**src/rtl/wdk_pkg.sv**
```systemverilog
package wdk_pkg;
    localparam int TMO_W  = 15;
    localparam int DATA_W = 16;

    localparam logic [3:0] IX_FEED   = 4'd0;
    localparam logic [3:0] IX_TMO    = 4'd1;
    localparam logic [3:0] IX_STOP_A = 4'd2;
    localparam logic [3:0] IX_STOP_B = 4'd3;
    localparam logic [3:0] IX_STAT   = 4'd4;
    localparam logic [3:0] IX_CNT    = 4'd5;
    localparam logic [3:0] IX_DBG    = 4'd6;
    localparam logic [3:0] IX_RESUME = 4'd7;
    localparam logic [3:0] IX_EVT    = 4'd8;
    localparam logic [3:0] IX_MASK   = 4'd9;
    localparam logic [3:0] IX_FORCE  = 4'd10;
    localparam logic [3:0] IX_NONE   = 4'd15;

    localparam logic [DATA_W-1:0] K_FEED    = 16'hFEED;
    localparam logic [DATA_W-1:0] K_STOP_A  = 16'h2BAD;
    localparam logic [DATA_W-1:0] K_STOP_B  = 16'hCAFE;
    localparam logic [DATA_W-1:0] K_RESUME  = 16'hACED;
    localparam logic [DATA_W-1:0] K_CLEAR   = 16'hE8B4;
    localparam logic [DATA_W-1:0] C_STOPPED = 16'hDABE;
    localparam logic [DATA_W-1:0] C_RUNNING = 16'h0000;
    localparam logic [DATA_W-1:0] C_EXPIRED = 16'hCFE8;
    localparam logic [DATA_W-1:0] C_NORMAL  = 16'h0000;

    typedef enum logic {CD_OFF, CD_COUNT} cd_state_e;
    typedef enum logic {KS_IDLE, KS_ARMED} key_state_e;
    typedef enum logic {PL_IDLE, PL_HOLD} pulse_state_e;
endpackage

```
**src/rtl/wdk_tick_gen.sv**
```systemverilog
module wdk_tick_gen #(
    parameter int TICK_DIV = 1000
) (
    input  logic clk,
    input  logic rst_n,
    input  logic run_i,
    input  logic clr_i,
    output logic tick_o
);
    localparam int PW = (TICK_DIV > 1) ? $clog2(TICK_DIV) : 1;
    localparam logic [PW-1:0] LAST = PW'(TICK_DIV - 1);

    logic [PW-1:0] presc_q;

    assign tick_o = run_i && (presc_q == LAST);

    // Prescaler restarts on every reload so tick k lands k*TICK_DIV clocks later
    always_ff @(posedge clk or negedge rst_n) begin
        if (!rst_n)
            presc_q <= '0;
        else if (clr_i || !run_i || tick_o)
            presc_q <= '0;
        else
            presc_q <= presc_q + 1'b1;
    end
endmodule

```
**src/rtl/wdk_countdown.sv**
```systemverilog
module wdk_countdown
    import wdk_pkg::*;
#(
    parameter int                PULSE_CYC  = 64,
    parameter logic [TMO_W-1:0]  INIT_COUNT = '0
) (
    input  logic             clk,
    input  logic             rst_n,
    input  logic             feed_i,
    input  logic             resume_i,
    input  logic             halt_i,
    input  logic             hold_i,
    input  logic             tick_i,
    input  logic [TMO_W-1:0] timeout_i,
    output logic [TMO_W-1:0] count_o,
    output logic             counting_o,
    output logic             run_o,
    output logic             warn_o,
    output logic             expire_o,
    output logic             wd_rst_o
);
    localparam int LW = (PULSE_CYC > 1) ? $clog2(PULSE_CYC) : 1;
    localparam logic [LW-1:0] PLAST = LW'(PULSE_CYC - 1);

    cd_state_e    st_q, st_d;
    pulse_state_e pl_q, pl_d;
    logic [LW-1:0]    len_q, len_d;
    logic [TMO_W-1:0] count_q;

    // Countdown state transitions
    always_comb begin
        st_d = st_q;
        unique case (st_q)
            CD_OFF:   if (resume_i) st_d = CD_COUNT;
            CD_COUNT: if (halt_i)   st_d = CD_OFF;
        endcase
    end

    // Reset pulse state transitions
    always_comb begin
        pl_d  = pl_q;
        len_d = len_q;
        unique case (pl_q)
            PL_IDLE: begin
                if (expire_o) begin
                    pl_d  = PL_HOLD;
                    len_d = PLAST;
                end
            end
            PL_HOLD: begin
                if (expire_o) begin
                    len_d = PLAST;
                end else if (len_q == '0) begin
                    pl_d = PL_IDLE;
                end else begin
                    len_d = len_q - 1'b1;
                end
            end
        endcase
    end

    always_ff @(posedge clk or negedge rst_n) begin
        if (!rst_n) begin
            st_q  <= CD_OFF;
            pl_q  <= PL_IDLE;
            len_q <= '0;
        end else begin
            st_q  <= st_d;
            pl_q  <= pl_d;
            len_q <= len_d;
        end
    end

    always_ff @(posedge clk or negedge rst_n) begin
        if (!rst_n)
            count_q <= INIT_COUNT;
        else if (feed_i || expire_o)
            count_q <= timeout_i;
        else if (tick_i)
            count_q <= count_q - 1'b1;
    end

    // Outputs
    always_comb begin
        counting_o = (st_q == CD_COUNT);
        run_o      = counting_o && !hold_i;
        warn_o     = tick_i && !feed_i && (count_q == TMO_W'(1));
        expire_o   = tick_i && !feed_i && (count_q == '0);
        wd_rst_o   = (pl_q == PL_HOLD);
        count_o    = count_q;
    end

    // a reset pulse only ever starts out of the counting state
    a_r7_pulse_from_count: assert property (@(posedge clk) disable iff (!rst_n)
        $rose(wd_rst_o) |-> $past(st_q == CD_COUNT));

    // a stopped timer leaves its count alone except on a feed
    a_r6_off_no_decrement: assert property (@(posedge clk) disable iff (!rst_n)
        ($past(st_q == CD_OFF) && !$past(feed_i)) |-> $stable(count_q));
endmodule

```
**src/rtl/wdk_count_mirror.sv**
```systemverilog
module wdk_count_mirror
    import wdk_pkg::*;
#(
    parameter int               SETTLE_CYC = 4,
    parameter logic [TMO_W-1:0] INIT_COUNT = '0
) (
    input  logic              clk,
    input  logic              rst_n,
    input  logic [TMO_W-1:0]  live_i,
    output logic [DATA_W-1:0] view_o
);
    localparam int SW = $clog2(SETTLE_CYC + 1);
    localparam logic [SW-1:0] SLOAD = SW'(SETTLE_CYC);

    logic [TMO_W-1:0] shadow_q;
    logic [SW-1:0]    settle_q;
    logic             busy;

    always_ff @(posedge clk or negedge rst_n) begin
        if (!rst_n) begin
            shadow_q <= INIT_COUNT;
            settle_q <= '0;
        end else if (settle_q != '0) begin
            settle_q <= settle_q - 1'b1;
            if (settle_q == SW'(1))
                shadow_q <= live_i;
        end else if (live_i != shadow_q) begin
            settle_q <= SLOAD;
        end
    end

    assign busy   = (settle_q != '0) || (live_i != shadow_q);
    assign view_o = {busy, shadow_q};

    // the visible count only moves at the end of a settling window
    a_r9_shadow_moves_on_settle: assert property (@(posedge clk) disable iff (!rst_n)
        !$stable(shadow_q) |-> ($past(settle_q) == SW'(1)));
endmodule

```
**src/rtl/wdk_regs.sv**
```systemverilog
module wdk_regs
    import wdk_pkg::*;
#(
    parameter logic [TMO_W-1:0] INIT_TMO = '0
) (
    input  logic              clk,
    input  logic              rst_n,
    input  logic              we_i,
    input  logic [5:0]        addr_i,
    input  logic [DATA_W-1:0] wdata_i,
    output logic [DATA_W-1:0] rdata_o,
    input  logic              dbg_i,
    input  logic              counting_i,
    input  logic              warn_i,
    input  logic              expire_i,
    input  logic [DATA_W-1:0] count_view_i,
    output logic              feed_o,
    output logic              resume_o,
    output logic              halt_o,
    output logic [TMO_W-1:0]  timeout_o,
    output logic              keep_o,
    output logic              irq_o
);
    key_state_e ks_q, ks_d;
    logic [3:0] sel;
    logic       wr_a, wr_b;
    logic [TMO_W-1:0] tmo_q;
    logic stat_q, evt_q, mask_q, force_q, keep_q;

    assign sel  = (addr_i[1:0] == 2'b00) ? addr_i[5:2] : IX_NONE;
    assign wr_a = we_i && (sel == IX_STOP_A);
    assign wr_b = we_i && (sel == IX_STOP_B);

    assign feed_o   = we_i && (sel == IX_FEED)   && (wdata_i == K_FEED);
    assign resume_o = we_i && (sel == IX_RESUME) && (wdata_i == K_RESUME);

    // Two-step stop key sequencer
    always_comb begin
        ks_d   = ks_q;
        halt_o = 1'b0;
        unique case (ks_q)
            KS_IDLE: begin
                if (wr_a && wdata_i == K_STOP_A) ks_d = KS_ARMED;
            end
            KS_ARMED: begin
                if (wr_b && wdata_i == K_STOP_B) begin
                    halt_o = 1'b1;
                    ks_d   = KS_IDLE;
                end else if (wr_a && wdata_i == K_STOP_A) begin
                    ks_d = KS_ARMED;
                end else if (wr_a || wr_b) begin
                    ks_d = KS_IDLE;
                end
            end
        endcase
    end

    always_ff @(posedge clk or negedge rst_n) begin
        if (!rst_n) ks_q <= KS_IDLE;
        else        ks_q <= ks_d;
    end

    always_ff @(posedge clk or negedge rst_n) begin
        if (!rst_n) begin
            tmo_q   <= INIT_TMO;
            stat_q  <= 1'b0;
            evt_q   <= 1'b0;
            mask_q  <= 1'b0;
            force_q <= 1'b0;
            keep_q  <= 1'b0;
        end else begin
            if (we_i && sel == IX_TMO)   tmo_q   <= wdata_i[TMO_W-1:0];
            if (we_i && sel == IX_MASK)  mask_q  <= wdata_i[0];
            if (we_i && sel == IX_FORCE) force_q <= wdata_i[0];
            if (we_i && sel == IX_DBG)   keep_q  <= wdata_i[0];
            if (expire_i)
                stat_q <= 1'b1;
            else if (we_i && sel == IX_STAT && wdata_i == K_CLEAR)
                stat_q <= 1'b0;
            if (warn_i)
                evt_q <= 1'b1;
            else if (we_i && sel == IX_EVT && wdata_i[0])
                evt_q <= 1'b0;
        end
    end

    always_comb begin
        case (sel)
            IX_TMO:    rdata_o = {1'b0, tmo_q};
            IX_STOP_B: rdata_o = counting_i ? C_RUNNING : C_STOPPED;
            IX_STAT:   rdata_o = stat_q ? C_EXPIRED : C_NORMAL;
            IX_CNT:    rdata_o = count_view_i;
            IX_DBG:    rdata_o = {14'd0, dbg_i, keep_q};
            IX_EVT:    rdata_o = {15'd0, evt_q};
            IX_MASK:   rdata_o = {15'd0, mask_q};
            IX_FORCE:  rdata_o = {15'd0, force_q};
            default:   rdata_o = '0;
        endcase
    end

    assign timeout_o = tmo_q;
    assign keep_o    = keep_q;
    assign irq_o     = mask_q && (evt_q || force_q);

    // timed-out status holds until the clear key or a fresh expiry
    a_r8_status_sticky: assert property (@(posedge clk) disable iff (!rst_n)
        (stat_q && !(we_i && sel == IX_STAT && wdata_i == K_CLEAR)) |=> stat_q);

    // the event bit only rises after a warning tick
    a_r10_event_from_warn: assert property (@(posedge clk) disable iff (!rst_n)
        $rose(evt_q) |-> $past(warn_i));
endmodule

```
**src/rtl/wdk_watchdog.sv**
```systemverilog
module wdk_watchdog
    import wdk_pkg::*;
#(
    parameter int TICK_DIV   = 1000,
    parameter int PULSE_CYC  = 64,
    parameter int SETTLE_CYC = 4,
    parameter int INIT_TMO   = 6000
) (
    input  logic        clk,
    input  logic        rst_n,
    input  logic        bus_we,
    input  logic [5:0]  bus_addr,
    input  logic [15:0] bus_wdata,
    output logic [15:0] bus_rdata,
    input  logic        dbg_present,
    output logic        wd_rst_o,
    output logic        irq_o
);
    localparam logic [TMO_W-1:0] INIT_V = TMO_W'(INIT_TMO);

    logic feed, resume, halt, keep, hold, tick, run, counting, warn, expire;
    logic [TMO_W-1:0]  timeout, count;
    logic [DATA_W-1:0] count_view;

    assign hold = dbg_present && !keep;

    wdk_regs #(.INIT_TMO(INIT_V)) u_regs (
        .clk(clk), .rst_n(rst_n), .we_i(bus_we), .addr_i(bus_addr),
        .wdata_i(bus_wdata), .rdata_o(bus_rdata), .dbg_i(dbg_present),
        .counting_i(counting), .warn_i(warn), .expire_i(expire),
        .count_view_i(count_view), .feed_o(feed), .resume_o(resume),
        .halt_o(halt), .timeout_o(timeout), .keep_o(keep), .irq_o(irq_o)
    );

    wdk_tick_gen #(.TICK_DIV(TICK_DIV)) u_tick (
        .clk(clk), .rst_n(rst_n), .run_i(run), .clr_i(feed), .tick_o(tick)
    );

    wdk_countdown #(.PULSE_CYC(PULSE_CYC), .INIT_COUNT(INIT_V)) u_cd (
        .clk(clk), .rst_n(rst_n), .feed_i(feed), .resume_i(resume),
        .halt_i(halt), .hold_i(hold), .tick_i(tick), .timeout_i(timeout),
        .count_o(count), .counting_o(counting), .run_o(run),
        .warn_o(warn), .expire_o(expire), .wd_rst_o(wd_rst_o)
    );

    wdk_count_mirror #(.SETTLE_CYC(SETTLE_CYC), .INIT_COUNT(INIT_V)) u_mirror (
        .clk(clk), .rst_n(rst_n), .live_i(count), .view_o(count_view)
    );

    // the reset pulse starts on the edge that consumed a tick
    a_r7_fire_on_tick: assert property (@(posedge clk) disable iff (!rst_n)
        $rose(wd_rst_o) |-> $past(tick));

    // counting stops only right after the second stop key
    a_r4_stop_by_key: assert property (@(posedge clk) disable iff (!rst_n)
        $fell(counting) |-> $past(bus_we && bus_addr == 6'h0C && bus_wdata == K_STOP_B));

    // a frozen countdown produces no ticks
    a_r12_hold_no_tick: assert property (@(posedge clk) disable iff (!rst_n)
        (dbg_present && !keep) |-> !tick);
endmodule

```
**config.mk**
```make
export PLATFORM = sky130hd
export DESIGN_NAME = wdk_watchdog
export DESIGN_NICKNAME = d
export VERILOG_FILES = /design/src/rtl/wdk_pkg.sv /design/src/rtl/wdk_tick_gen.sv /design/src/rtl/wdk_countdown.sv /design/src/rtl/wdk_count_mirror.sv /design/src/rtl/wdk_regs.sv /design/src/rtl/wdk_watchdog.sv
export SDC_FILE = /design/constraint.sdc
export NUM_CORES = 1
export LEC_CHECK = 0
export ABC_AREA = 1
export ABC_CLOCK_PERIOD_IN_PS = 1500
export BUFFER_PORTS_ARGS = -buffer_cell sky130_fd_sc_hd__buf_2
export CORE_MARGIN = 2
export CORE_UTILIZATION = 52
export DETAILED_ROUTE_END_ITERATION = 6
export PLACE_DENSITY = 0.74
export SETUP_SLACK_MARGIN = 0.1
export SLEW_MARGIN = 30
export SYNTH_ARGS = -nofsm -noshare
export SYNTH_HDL_FRONTEND = slang
export SYNTH_SLANG_ARGS = --single-unit
```
**constraint.sdc**
```tcl
create_clock -name clk -period 1.5 [get_ports clk]
set_input_delay 0.15 -clock clk [delete_from_list [all_inputs] [get_ports clk]]
set_output_delay 0.15 -clock clk [all_outputs]
set_load 0.05 [all_outputs]
```
After elaboration in Yosys (flattened, before gate mapping)

Cells that the tools add are included.
Widths: inputs -> output; s select.

Word-level logic and storage cells: 117
Output and inout port bits: 18
Flip-flop bits (word level): 72
Input bits: 26

Reduce and logical (&&, ||, !) cells: 44
Mux-type cells: 31
Equal/unequal tests: 21
Bitwise operators: 3
$add $sub $neg: 4

Operators with widths:

| operator              | number |
|---|---|
| $pmux 16 s8           | 1 |
| $eq 16x16->1 const B  | 4 |
| $mux 16               | 2 |
| $mux 15               | 2 |
| $logic_and 1x1->1     | 23 |
| $mux 6                | 3 |
| $eq 16x14->1 const B  | 1 |
| $eq 4x3->1 const B    | 4 |
| $eq 15x1->1 const B   | 1 |
| $logic_not 15->1      | 1 |
| $mux 1                | 15 |
| $ne 15x15->1          | 1 |
| $sub 15x1->15 const B | 1 |
| $eq 4x4->1 const B    | 3 |
| $pmux 6 s2            | 1 |
| $add 10x1->10 const B | 1 |
| $eq 10x10->1 const B  | 1 |
| $mux 10               | 1 |
| $eq 4x2->1 const B    | 2 |
| $reduce_bool 2->1     | 4 |
| $logic_not 6->1       | 1 |
| $logic_or 1x1->1      | 6 |
| $mux 3                | 2 |
| $pmux 1 s2            | 3 |
| other kinds (13)      | 19 |

Logic depth before layout (Yosys ltp)

Depth after elaboration: 10
Mapped depth: 11

Modules after synthesis

Synthesis repeated with hierarchy kept, for this count alone.

Cell total of the unflattened synthesis: 724
Area, all modules: 4869.7 µm²

Modules (own cells, without submodules):

| module           | sequential area each (µm²) | area an instance (µm²) | cells an instance | times used |
|---|---|---|---|---|
| wdk_countdown    | 584.3                      | 1616.6                 | 236               | 1 |
| wdk_regs         | 534.3                      | 1529.0                 | 226               | 1 |
| wdk_count_mirror | 459.2                      | 1148.6                 | 186               | 1 |
| wdk_tick_gen     | 250.2                      | 565.5                  | 74                | 1 |
| wdk_watchdog     | 0.0                        | 10.0                   | 2                 | 1 |

Worst setup path before layout

Ideal clock, no wire load.

Kind: input -> output
From: input bus_addr[1]
To: output bus_rdata[13]
Path buffers: 0
Stages on the path: 5
Setup slack: -414 ps
Arrival time: 1764 ps
Cell sequence: nor2_4 > nand3_4 > nor2_4 > inv_2 > o21ai_0

Cells in the longest elaborated chain, start to end: 4
Elaborated cells between the ends (all ways): 11

RTL lines:

| what                                     | RTL line           | RTL |
|---|---|---|
| from (decl)                              | wdk_watchdog.sv:12 | `input logic [5:0] bus_addr,` |
| $logic_not 2->1 *                        | wdk_regs.sv:30     | `assign sel = (addr_i[1:0] == 2'b00) ? addr_i[5:2] : IX_NONE;` |
| $mux 4 *                                 | wdk_regs.sv:30     |  |
| $eq 4x4->1, or another cell as far along | wdk_regs.sv:88     | `case (sel)` |
| $pmux 16 s8 *                            | wdk_regs.sv:88     |  |
| to (decl)                                | wdk_watchdog.sv:14 | `output logic [15:0] bus_rdata,` |

Every way passes the cells marked *; elsewhere a longest branch is shown, timed or not.

Worst setup path in the final report

From: register u_cd.count_q[5] (netlist: u_cd.count_o[5])
To: output bus_rdata[15]

Cells in the longest elaborated chain, start to end: 3

RTL lines:

| what                   | RTL line               | RTL |
|---|---|---|
| from (decl)            | wdk_countdown.sv:28    | `logic [TMO_W-1:0] count_q;` |
| from (signal assigned) | wdk_countdown.sv:78    | `count_q <= timeout_i;` |
| from (signal assigned) | wdk_countdown.sv:80    | `count_q <= count_q - 1'b1;` |
| $ne 15x15->1           | wdk_count_mirror.sv:32 | `assign busy = (settle_q != '0) \|\| (live_i != shadow_q);` |
| $logic_or 1x1->1       | wdk_count_mirror.sv:32 |  |
| $pmux 16 s8            | wdk_regs.sv:88         |  |

No other way between the ends.

==> impl_metrics.json <==
{
  "route.detailed.drc": 0,
  "p_total_w": 0.00427,
  "skew_ns": 0.0126,
  "crit_path_end_kind": "output pin",
  "final_max_slew_viol_count": 0,
  "clock_latency_ns": 0.36,
  "dp_cells": 785,
  "num_vias": 5167,
  "run_status": "complete, but fails checks",
  "clockBufferDepth": 2,
  "cap_violations": 0,
  "cts_made_buffers": 9,
  "r2r_end": "u_cd.count_o[11]$_DFFE_PN0P_",
  "htree_num_levels": 3,
  "startpoint": "u_cd.count_o[5]$_DFFE_PN1P_",
  "critical_path_class": "register to output pin",
  "fin_tns_setup_ns": -6.19,
  "grtUsageTotal": 0.326,
  "ant_nets": 0,
  "violations": "setup timing",
  "seq_area_sq_mm": 0.00183,
  "cts.reportedPaths.clkPinSlew_ns": 0.09,
  "layoutNonFillerInstCount": 839,
  "fmax_mhz": 497,
  "std_cell_rows": 33,
  "die_area_sq_mm": 0.00918,
  "worst-path-buf-inv": 1,
  "avgViaCountPerCell": 6.16,
  "reg2reg_depth": 11,
  "reg2reg_slack_ns": -0.28,
  "syn_to_final_growth_pct": 50.7,
  "io_pins": 44,
  "path_depth": 7,
  "grt_pass1_vias": 4687,
  "irDropWorstVdd_v": 0.000620,
  "initial_utilization": 0.536,
  "r2r-start": "u_cd.count_o[4]$_DFFE_PN1P_",
  "nFillCells": 417,
  "clock-sinks": 72,
  "final_nets": 760,
  "critical_path_arrival_ns": 1.86,
  "gr-total-overflow": 0,
  "tightest_slew_ns": 0.397,
  "worstPathCellList": "xnor2_1 -> nand4_1 -> nor2_1 -> nand2_1 -> nand2_2 -> nand2_2 -> buf_6",
  "gp_congestion": 0.960,
  "cp.required_ns": 1.35,
  "period_needed_ns": 2.01,
  "crit_path_end": "bus_rdata[15]",
  "die_x_microns": 95.8,
  "hold_class": "primary input to register",
  "crit_family": "simple AND/OR/NAND/NOR gates",
  "setup_viol": 39,
  "wire_per_inst_microns": 19.9,
  "diodes": 0,
  "syn_avg_cell_area_sq_um": 7.54,
  "synth_cell_types": 40,
  "antenna_found_initial": 0,
  "netlist_instances": 581,
  "synthArstFlopShare": 1.00,
  "multi_input_area_sq_mm": 0.00280,
  "synth.net_count": 612,
  "min_period_over_period": 1.34,
  "io_buffers": 43,
  "grt_max_degree": 73,
  "clockRootBuffer": "clkbuf_8",
  "rsz0062_at_grt": "true",
  "maxSlewHeadroom": 0.735,
  "ys_top_cells_by_area": "dfrtp_1 29%, nand2_1 14%, dfstp_2 13%, nand3_1 7.8%, inv_1 5.3%",
  "synth_flop_cell": "dfrtp_1",
  "crit_top_cell": "nand2_2",
  "die_h_microns": 95.8,
  "synth.cell_area_sq_mm": 0.00438,
  "dpl.hpwl_mm": 8.83,
  "p_per_area_mw_per_mm2": 647,
  "dr.pass1.iters": 7,
  "start_kind": "register",
  "grt_pass1_wl_mm": 22.8,
  "synth_top_area_cell": "dfrtp_1",
  "drtIter0Drc": 695,
  "core_sq_mm": 0.00818,
  "hold_viol": 0,
  "slowest_stage": "dfstp_2",
  "power.leakage_nw": 3.44,
  "synth_top_area_share": 0.291,
  "cts_tree": "built",
  "yosysWarningCount": 0,
  "synth_seq_cells": 72,
  "place_ws_ns": -0.251,
  "layout-drive-gt1-share": 0.440,
  "hold_ws_ns": 0.0319,
  "worstPathMaxFanout": 2,
  "yosysSeqAreaShare": 0.417,
  "synth-edff-count": 0,
  "wirelength_mm": 16.7,
  "cpPeakStageDelay_ns": 0.58,
  "layout_setup_ws_ns": -0.510
}
-- registers in the layout, summed over array words and instances (netlist names), 3 cells and up --
signal,flops
u_tick.presc_q,10
u_mirror.settle_q,3
u_cd.count_o,15
u_regs.timeout_o,15
u_mirror.shadow_q,15
u_cd.len_q,6
-- layout make-up --
class,instances,area share
multi-input cells,429,0.424
flip-flops and latches,72,0.277
repair buffers,149,0.206
inverters,67,0.0404
clock buffers,10,0.0208
well taps,105,0.0199
clock inverters,6,0.0102
repair inverters,1,0.00171
-- synth_stat cells, drive strengths merged (2+ instances only) --
cell type and instances:
a21oi 3, buf 10, clkbuf 4, dfrtp 51, dfstp 21, ha 5, inv 67, mux2 2
nand2 168, nand3 73, nand3b 2, nand4 28, nor2 62, nor3 10, nor3b 3, nor4 2
o211ai 5, o21a 3, o21ai 36, xnor2 17, xor2 4
-- cells by family (layout without fill, tap and decap cells) --
| group | after synthesis | count (layout) | synth area share |
|---|---|---|---|
| AO/OA/AOI/OAI | 51 | 51 | 0.0700 |
| XOR/XNOR | 21 | 21 | 0.0420 |
| adder cells (fa/ha/maj) | 5 | 5 | 0.0143 |
| buffers and inverters | 81 | 233 | 0.0780 |
| flip-flops | 72 | 72 | 0.417 |
| multiplexers | 2 | 2 | 0.00514 |
| AND/OR/NAND/NOR | 349 | 350 | 0.373 |
-- stage by stage --
step	instance area (sq um)	util
after CTS	6220	0.761
after global placement	5320	0.651
after floorplan	4500	-
after detailed placement	5320	0.651
final	6600	0.807
after global routing	6600	0.807
-- placed cells by master (no fill, tap or decap), drive strengths merged --
| master | count |
|---|---|
| ha | 5 |
| inv | 68 |
| nor3 | 10 |
| nand3b | 2 |
| buf | 148 |
| nor3b | 3 |
| nand3 | 73 |
| o21ai | 36 |
| o211ai | 5 |
| nand2 | 169 |
| o21a | 3 |
| clkinvlp | 2 |
| nor2 | 62 |
| bufinv | 1 |
| dfstp | 21 |
| a21oi | 3 |
| clkinv | 3 |
| nand4 | 28 |
| dlygate4sd3 | 1 |
| xor2 | 4 |
| mux2 | 2 |
| nor4 | 2 |
| dfrtp | 51 |
| or2 | 1 |
| clkbuf | 10 |
| a21o | 1 |
| xnor2 | 17 |
| o22ai | 1 |
| a211oi | 1 |
| a22oi | 1 |
-- routing by layer --
layer / global-route usage / share of wire / vias up
li1: - / - / 2206
met1: 0.401 / 0.35 / 2431
met2: 0.551 / 0.49 / 397
met3: 0.0673 / 0.091 / 133
met4: 0.149 / 0.072 / 0
met5: 0 / 0 / -
-- timing repair --
| item | CTS | global route |
|---|---|---|
| cloned | 3 | 1 |
| pin swaps | 27 | 28 |
| setup endpoints to repair | 51 | 54 |
| resized for setup | 121 | 76 |
| hold buffers | 1 | 0 |
| setup buffers | 32 | 13 |
| endpoints found under the hold margin | 51 | 0 |
-- where the power goes --
part	leakage [nW]	switching (W)	internal (W)
Combinational	2.46	0.000360	0.000209
Clock	0.0989	0.000837	0.000820
Sequential	0.883	0.0000463	0.00200
Total	3.44	0.00124	0.00303
-- tightest hold or removal path, delay by kind of cell --
kind / cells / cell delay, ns
AND/OR/NAND/NOR: 2 / 0.10
buffers and inverters: 1 / 0.10
-- how the worst min path moves through the flow --
stage,from,end,slack (ns),cells after the start
floorplan,rst_n,u_cd.count_o[0]$_DFFE_PN0P_,-0.15,0
detailed placement,rst_n,u_regs.mask_q$_DFFE_PN0P_,0.21,2
finish,bus_wdata[7],u_regs.timeout_o[7]$_DFFE_PN0P_,0.03,3
global route,bus_wdata[5],u_regs.timeout_o[5]$_DFFE_PN1P_,0.05,3
global placement,rst_n,u_regs.force_q$_DFFE_PN0P_,0.21,2
CTS,bus_wdata[5],u_regs.timeout_o[5]$_DFFE_PN1P_,0.03,3
Power figures use the tool's default switching activity.
